**src/rtl/xlat_pkg.sv**
```systemverilog
package xlat_pkg;

  // Recency rank after a touch: the touched entry goes to 0, and entries
  // more recent than the touched one's old rank age by one place.
  function automatic int unsigned next_rank(int unsigned cur,
                                            int unsigned pivot,
                                            bit          is_target);
    if (is_target)
      return 0;
    else if (cur < pivot)
      return cur + 1;
    else
      return cur;
  endfunction

  // Lowest set bit index of a request vector, or 0 when none.
  function automatic int unsigned low_index(logic [31:0] vec, int unsigned n);
    int unsigned r;
    r = 0;
    for (int i = int'(n) - 1; i >= 0; i--)
      if (vec[i]) r = i;
    return r;
  endfunction

endpackage

```
**src/rtl/xlat_cam.sv**
```systemverilog
module xlat_cam #(
  parameter int N     = 4,
  parameter int KEY_W = 17,
  parameter int DAT_W = 5,
  localparam int IDX_W = $clog2(N)
) (
  input  logic [N-1:0]            valid,
  input  logic [N-1:0][KEY_W-1:0] tags,
  input  logic [N-1:0][DAT_W-1:0] data,
  input  logic [KEY_W-1:0]        key,
  output logic [N-1:0]            match,
  output logic                    any,
  output logic [IDX_W-1:0]        idx,
  output logic [DAT_W-1:0]        dat
);
  import xlat_pkg::*;

  for (genvar g = 0; g < N; g++) begin : g_cmp
    assign match[g] = valid[g] && (tags[g] == key);
  end

  always_comb begin
    logic [31:0] wide;
    wide = '0;
    wide[N-1:0] = match;
    any = |match;
    idx = IDX_W'(low_index(wide, N));
    dat = any ? data[idx] : '0;
  end
endmodule

```
**src/rtl/xlat_victim.sv**
```systemverilog
module xlat_victim #(
  parameter int N = 4,
  localparam int IDX_W = $clog2(N)
) (
  input  logic [N-1:0]            valid,
  input  logic [N-1:0][IDX_W-1:0] rank,
  output logic                    free_any,
  output logic [IDX_W-1:0]        free_idx,
  output logic [IDX_W-1:0]        lru_idx
);
  import xlat_pkg::*;

  logic [N-1:0] is_oldest;

  for (genvar g = 0; g < N; g++) begin : g_old
    assign is_oldest[g] = (rank[g] == IDX_W'(N - 1));
  end

  always_comb begin
    logic [31:0] wfree, wold;
    wfree = '0;
    wold  = '0;
    wfree[N-1:0] = ~valid;
    wold[N-1:0]  = is_oldest;
    free_any = |(~valid);
    free_idx = IDX_W'(low_index(wfree, N));
    lru_idx  = IDX_W'(low_index(wold, N));
  end
endmodule

```
**src/rtl/xlat_lru_buf.sv**
```systemverilog
module xlat_lru_buf #(
  parameter int VA_W      = 32,
  parameter int PA_W      = 20,
  parameter int PAGE_BITS = 15,
  parameter int ENTRIES   = 4,
  localparam int VPN_W = VA_W - PAGE_BITS,
  localparam int PPN_W = PA_W - PAGE_BITS,
  localparam int IDX_W = $clog2(ENTRIES)
) (
  input  logic             clk,
  input  logic             rst_n,
  input  logic             flush,
  input  logic             lk_valid,
  input  logic [VPN_W-1:0] lk_vpn,
  output logic             lk_hit,
  output logic [PPN_W-1:0] lk_ppn,
  input  logic             fill_valid,
  input  logic [VPN_W-1:0] fill_vpn,
  input  logic [PPN_W-1:0] fill_ppn,
  output logic [IDX_W-1:0] fill_slot,
  output logic             fill_evict
);
  import xlat_pkg::*;

  logic [ENTRIES-1:0]            valid_q;
  logic [ENTRIES-1:0][VPN_W-1:0] tag_q;
  logic [ENTRIES-1:0][PPN_W-1:0] ppn_q;
  logic [ENTRIES-1:0][IDX_W-1:0] rank_q;

  // Named internal events
  logic [ENTRIES-1:0] lm_vec, fm_vec;
  logic               lm_any, fm_any;
  logic [IDX_W-1:0]   lm_idx, fm_idx;
  logic [PPN_W-1:0]   lm_ppn, fm_ppn_unused;
  logic               free_any;
  logic [IDX_W-1:0]   free_idx, lru_idx;
  logic               touch_en;
  logic [IDX_W-1:0]   touch_idx;
  logic [IDX_W-1:0]   pivot;

  xlat_cam #(.N(ENTRIES), .KEY_W(VPN_W), .DAT_W(PPN_W)) u_lk_cam (
    .valid(valid_q), .tags(tag_q), .data(ppn_q), .key(lk_vpn),
    .match(lm_vec), .any(lm_any), .idx(lm_idx), .dat(lm_ppn)
  );

  xlat_cam #(.N(ENTRIES), .KEY_W(VPN_W), .DAT_W(PPN_W)) u_fill_cam (
    .valid(valid_q), .tags(tag_q), .data(ppn_q), .key(fill_vpn),
    .match(fm_vec), .any(fm_any), .idx(fm_idx), .dat(fm_ppn_unused)
  );

  xlat_victim #(.N(ENTRIES)) u_victim (
    .valid(valid_q), .rank(rank_q),
    .free_any(free_any), .free_idx(free_idx), .lru_idx(lru_idx)
  );

  always_comb begin
    lk_hit     = lk_valid && lm_any;
    lk_ppn     = lk_hit ? lm_ppn : '0;
    fill_slot  = fm_any ? fm_idx : (free_any ? free_idx : lru_idx);
    fill_evict = fill_valid && !fm_any && !free_any;
    touch_en   = fill_valid || lk_hit;
    touch_idx  = fill_valid ? fill_slot : lm_idx;
    pivot      = rank_q[touch_idx];
  end

  always_ff @(posedge clk) begin
    if (!rst_n || flush) begin
      valid_q <= '0;
      for (int i = 0; i < ENTRIES; i++) rank_q[i] <= IDX_W'(i);
    end else if (touch_en) begin
      for (int i = 0; i < ENTRIES; i++)
        rank_q[i] <= IDX_W'(next_rank(int'(rank_q[i]), int'(pivot),
                                      i == int'(touch_idx)));
      if (fill_valid) valid_q[fill_slot] <= 1'b1;
    end
  end

  always_ff @(posedge clk) begin
    if (rst_n && !flush && fill_valid) begin
      tag_q[fill_slot] <= fill_vpn;
      ppn_q[fill_slot] <= fill_ppn;
    end
  end
endmodule

```
**config.mk**
```make
export PLATFORM = sky130hd
export DESIGN_NAME = xlat_lru_buf
export DESIGN_NICKNAME = d
export VERILOG_FILES = /design/src/rtl/xlat_pkg.sv /design/src/rtl/xlat_cam.sv /design/src/rtl/xlat_victim.sv /design/src/rtl/xlat_lru_buf.sv
export SDC_FILE = /design/constraint.sdc
export NUM_CORES = 1
export LEC_CHECK = 0
export ABC_AREA = 1
export BUFFER_PORTS_ARGS = -buffer_cell sky130_fd_sc_hd__clkbuf_2
export CAP_MARGIN = 20
export CORE_ASPECT_RATIO = 1.5
export CORE_MARGIN = 2
export CORE_UTILIZATION = 60
export DETAILED_ROUTE_END_ITERATION = 8
export PLACE_DENSITY_LB_ADDON = 0.3
export REMOVE_ABC_BUFFERS = 1
export SLEW_MARGIN = 40
export SYNTH_ARGS = -nofsm -noshare
export SYNTH_HDL_FRONTEND = slang
export SYNTH_SLANG_ARGS = --single-unit
```
**constraint.sdc**
```tcl
create_clock -name clk -period 10.4 [get_ports clk]
set_clock_uncertainty 0.1 [all_clocks]
set_input_delay 3.12 -clock clk [delete_from_list [all_inputs] [get_ports clk]]
set_output_delay 3.12 -clock clk [all_outputs]
set_load 0.01 [all_outputs]
```
==> Word level (Yosys, flattened, before mapping) <==
Index checks and enable logic that the tools add are counted.
{ "op_classes": {"n_bitwise": 2, "n_reduce_logical": 33, "n_mux": 41, "addsub": 4, "n_lt_le_gt_ge": 8, "n_eq_ne": 15} }
{ "ops": {"columns": ["operator", "n"], "rows": [
  ["17-bit == test", 8],
  ["68-bit bitwise mux", 1],
  ["2-bit two-way mux", 28],
  ["17-bit demux with 2-bit select", 1],
  ["20-bit bitwise mux", 1],
  ["5-bit two-way mux", 4],
  ["17-bit two-way mux", 1],
  ["1-bit logical AND", 14],
  ["4-bit OR reduction", 3],
  ["5-bit binary-select mux with 2-bit select", 1],
  ["5-bit demux with 2-bit select", 1],
  ["2-bit AND reduction", 5],
  ["2-bit by 3-bit < comparator with 1-bit output, second input constant", 3],
  ["2-bit by 1-bit adder with 2-bit output, second input constant", 4],
  ["2-bit == test, second input constant", 4],
  ["2-bit < comparator", 4],
  ["2-bit nonzero test", 4],
  ["2-bit binary-select mux with 2-bit select", 1],
  ["2-bit == test, first input constant", 2],
  ["1-bit zero test", 4],
  ["4-bit NOT", 1],
  ["4-bit OR", 1],
  ["1-bit demux with 2-bit select", 1],
  ["1-bit by 2-bit == test with 1-bit output, first input constant", 1],
  ["other kinds (4)", 5]
]} }
{ "totals": {"register_bits": 100, "elab_cells": 116, "input_bits": 44, "output_inout_bits": 9} }

==> Logic depth before layout (Yosys ltp) <==
{ "depth": {"ltp_word": 13, "mapped_depth": 23, "ltp_nobuf": 22} }

==> Hierarchy <==
Synthesis repeated with hierarchy kept, for this count alone.
{ "unflattened": {"cells_unflattened": 1087, "area_unflattened_um2": 7387.1} }
{ "modules_own_cells": {"columns": ["mod", "area_per_inst_um2", "cells_each", "n_inst", "seq_area_each_um2"], "rows": [
  ["xlat_cam", 1835.5, 407, 2, 0.0],
  ["xlat_lru_buf", 3632.2, 255, 1, 2882.8],
  ["xlat_victim", 83.8, 18, 1, 0.0]
]} }

==> Worst setup path before layout <==
Ideal clock, no wire load.
{ "synth_path": {"kind": "input to output", "startpoint": "input port lk_vpn[2]", "endpoint": "output port lk_ppn[0]", "path_slack_ns": 2.635, "path_stages": 14, "t_required_ns": 7.180, "path_buffers": 2, "arrival_time_ns": 4.545, "cell_sequence": "buf_4 inv_1 nand2_1 nand2_1 nor2_1 nand2_1 nor2_1 nand3_1 nand2_1 nand2_2 nand2_4 clkbuf_1 o211ai_1 a21oi_1"} }
{ "synth_between": {"elab_chain_cells": 10, "word_cells_on_any_way": 18, "cone_classes": "eq/ne (4); mux (8); reduce/logical (6)"} }
{ "synth_rtl": {"columns": ["element", "line", "source"], "rows": [
  ["start: declaration", "xlat_lru_buf.sv:14", "input logic [VPN_W-1:0] lk_vpn,"],
  ["17-bit == test", "xlat_cam.sv:19", "assign match[g] = valid[g] && (tags[g] == key);"],
  ["1-bit logical AND", "xlat_cam.sv:19", null],
  ["2-bit two-way mux (4 in series)", "xlat_pkg.sv:21", "if (vec[i]) r = i;"],
  ["5-bit binary-select mux with 2-bit select", "xlat_cam.sv:28", "dat = any ? data[idx] : '0;"],
  ["5-bit two-way mux (not written as such)", "xlat_cam.sv:28", null],
  ["5-bit two-way mux", "xlat_cam.sv:28", null],
  ["5-bit two-way mux (*)", "xlat_lru_buf.sv:58", "lk_ppn = lk_hit ? lm_ppn : '0;"],
  ["end: declaration", "xlat_lru_buf.sv:16", "output logic [PPN_W-1:0] lk_ppn,"]
]} }
Mark *: on every way between the ends. The rest lies on a longest branch, timed or not. The select of a mux whose other input is x is not followed.

==> Final worst setup path <==
{ "layout_path": {"startpoint": "input port fill_vpn[10]", "endpoint": "output port fill_slot[0]"} }
{ "layout_between": {"elab_chain_cells": 7, "word_cells_on_any_way": 14, "cone_classes": "eq/ne (4); mux (5); reduce/logical (5)"} }
{ "layout_rtl": {"columns": ["element", "line", "source"], "rows": [
  ["start: declaration", "xlat_lru_buf.sv:18", "input logic [VPN_W-1:0] fill_vpn,"],
  ["17-bit == test", "xlat_cam.sv:19", null],
  ["1-bit logical AND", "xlat_cam.sv:19", null],
  ["2-bit two-way mux (4 in series)", "xlat_pkg.sv:21", null],
  ["2-bit two-way mux (*)", "xlat_lru_buf.sv:59", "fill_slot = fm_any ? fm_idx : (free_any ? free_idx : lru_idx);"],
  ["end: declaration", "xlat_lru_buf.sv:20", "output logic [IDX_W-1:0] fill_slot,"]
]} }
Mark *: on every way between the ends. The rest lies on a longest branch, timed or not.

==> results.json <==
{
  "ys_ff_latch": 100,
  "area_growth_pct": 10.6,
  "synth_top_family_by_area": "simple AND/OR/NAND/NOR gates",
  "crit_fanout": 9,
  "fin_util": 0.684,
  "fmax_mhz": 120,
  "post-route-period-util": 0.801,
  "setup_viol": 0,
  "start_util": 0.618,
  "status": "completed",
  "drcViolationCount": 0,
  "die_h_microns": 138,
  "clockRootBuffer": "clkbuf_16",
  "crit_type": "in -> out",
  "ys_types": 34,
  "synth-edff-count": 88,
  "slowest_delay_ps": 390,
  "track_usage": 0.462,
  "finalNonFillerCells": 1295,
  "ys_top_cells_by_count": "459 x nand2_1, 148 x nor2_1, 129 x inv_1",
  "synth_area_leaders": "edfxtp_1 37%, nand2_1 24%, nor2_1 7.8%, inv_1 6.8%, nand3_1 3.4%",
  "io_pins": 53,
  "final_hold_viol_count": 0,
  "cpMostUsedCell": "nand2_1",
  "clk_pin_slew_worst_paths_ps": 80,
  "yosysWarnings": 0,
  "synth_area_per_cell_sq_um": 6.64,
  "peakVddDrop_mv": 0.130,
  "n_antenna_cell": 0,
  "clock-sinks": 100,
  "clock_path_buffers": 2,
  "coreArea_sq_mm": 0.0116,
  "synth_cells": 1079,
  "p_leak_nw": 4.02,
  "start_kind": "input pin",
  "vias": 7761,
  "viasPerCell": 5.99,
  "p_per_area_mw_per_mm2": 117,
  "wirelength_microns": 28900,
  "yosys.area.top_type": "edfxtp_1",
  "max_cap_viol_count": 0,
  "synthMuxAreaShare": 0,
  "grt_start_max_net_pins": 23,
  "dp_cells": 1279,
  "num_rows": 48,
  "worstPathRequired_ps": 7180,
  "gp_congestion": 1.22,
  "final_net_count": 1188,
  "rsz0062_at_grt": "no",
  "synth_top_area_share": 0.369,
  "holdBufCountCts": 0,
  "port_buffers": 52,
  "wl_per_cell_microns": 22.3,
  "synth_xor_area_frac": 0.0330,
  "drv_slew": 0,
  "synth_simple_gate_area_frac": 0.425,
  "cts_htree_levels": 3,
  "hold_path_class": "reg -> reg",
  "cts_tree": "yes",
  "ant_nets": 0,
  "die_area_sq_mm": 0.0128,
  "tightestPinTransition_ps": 771,
  "relSlewSlack": 0.482,
  "die_x_microns": 93.2,
  "synthArstFlopShare": 0,
  "yosysMostFrequentCell": "nand2_1",
  "cts_setup_buffers": 0,
  "grt_pass1_wl_microns": 41900,
  "setup_tns_ps": 0,
  "grt_overflow": 0,
  "drt_iter0_markers": 1172,
  "synth.cell_area_sq_mm": 0.00716,
  "ctsResizeCount": 0,
  "synthAdderAreaFrac": 0.00699,
  "grt_pass1_vias": 7278,
  "synth-compound-area-share": 0.0480,
  "first_pass_iters": 7,
  "cp-end-kind": "primary output",
  "dp_hpwl_microns": 22600,
  "ys.flop_type": "edfxtp_1",
  "clock_latency_ps": 370,
  "min_period_ps": 8330,
  "critPathArrivalTime_ps": 5110,
  "ys_seq_area_frac": 0.402,
  "cts_made_buffers": 9,
  "slowest_stage": "nor2_1",
  "drive_gt1_frac": 0.110,
  "cp_cell_sequence": "clkbuf_2 -> inv_2 -> nand2_1 -> nand2_1 -> nor2_1 -> nand2_1 -> nor2_1 -> nand2_1 -> nor2_1 -> nand2_1 -> nand2_1 -> nand2_1 -> nand2_1 -> clkbuf_2",
  "grt_antenna_before_repair": 0
}
final timing paths:
check                         start                     end  slack, ps  cells past startpoint
max reg2reg     tag_q[61]$_DFFE_PP_     tag_q[58]$_DFFE_PP_       6920                     14
max                    fill_vpn[10]            fill_slot[0]       2070                     14
min          rank_q[7]$_SDFFE_PP1P_  rank_q[7]$_SDFFE_PP1P_        420                      2
min reg2reg  rank_q[7]$_SDFFE_PP1P_  rank_q[7]$_SDFFE_PP1P_        420                      2
area by class of cell:
| class | instances | area [sq um] |
|---|---|---|
| inverter | 154 | 578 |
| clock inverter | 7 | 76.3 |
| timing repair buffer | 56 | 290 |
| clock buffer | 9 | 225 |
| tap | 150 | 188 |
| multi-input combinational | 819 | 3680 |
| sequential | 100 | 2880 |
| fill | 1030 | 3670 |
per-stage QoR:
step	setup WS, ps	power (W)	hold slack, ps	instance area (sq um)
5_1_grt	2000	0.000952	443	7920
6_report	2070	0.000929	418	7920
2_1_floorplan	2940	0.000531	375	7130
3_3_place_gp	2300	0.000585	394	7620
3_5_place_dp	2220	0.000586	410	7620
4_1_cts	2210	0.000918	421	7920
logic make-up after synthesis:
kind of cell	after synthesis
AND/OR/NAND/NOR	729
flip-flops	100
buffers and inverters	160
XOR/XNOR	27
adder cells (fa/ha/maj)	4
AO/OA/AOI/OAI	59
critical path, delay by kind of cell:
| kind | cells | cell delay, ps |
|---|---|---|
| buffers and inverters | 3 | 500 |
| and+or+nand+nor | 11 | 1460 |
power by group:
group | switching [W] | total, W | leakage (nW) | internal, W
combinational | 0.000101 | 0.000141 | 2.98 | 0.0000397
sequential | 0.00000478 | 0.000446 | 0.892 | 0.000441
clock | 0.000171 | 0.000342 | 0.147 | 0.000170
metal layers:
metal / vias up / track usage / part of all wire
li1: 3530 / - / -
met1: 3427 / 0.506 / 0.33
met2: 618 / 0.739 / 0.45
met3: 186 / 0.138 / 0.11
met4: 0 / 0.373 / 0.11
met5: - / 0 / 0
registers in the layout (all words and copies together) (netlist names):
register,count
valid_q,4
tag_q,68
ppn_q,20
rank_q,8
layout by cell type (no fill, tap or decap), drive strengths merged:
master  netlist  final
a21oi        14     14
and2          2      2
buf           4      4
clkbuf        2     61
clkinv        1      4
dfxtp        12     12
edfxtp       88     88
ha            4      4
inv         153    157
nand2       475    475
nand3        53     53
nand3b       10     10
nand4        24     24
nor2        152    152
nor3         11     11
nor4          2      2
o211ai       13     13
o21ai        25     25
o22ai         5      5
o31ai         1      1
o32ai         1      1
xnor2        23     23
xor2          4      4
No activity file was read; power rests on OpenSTA's default activity.
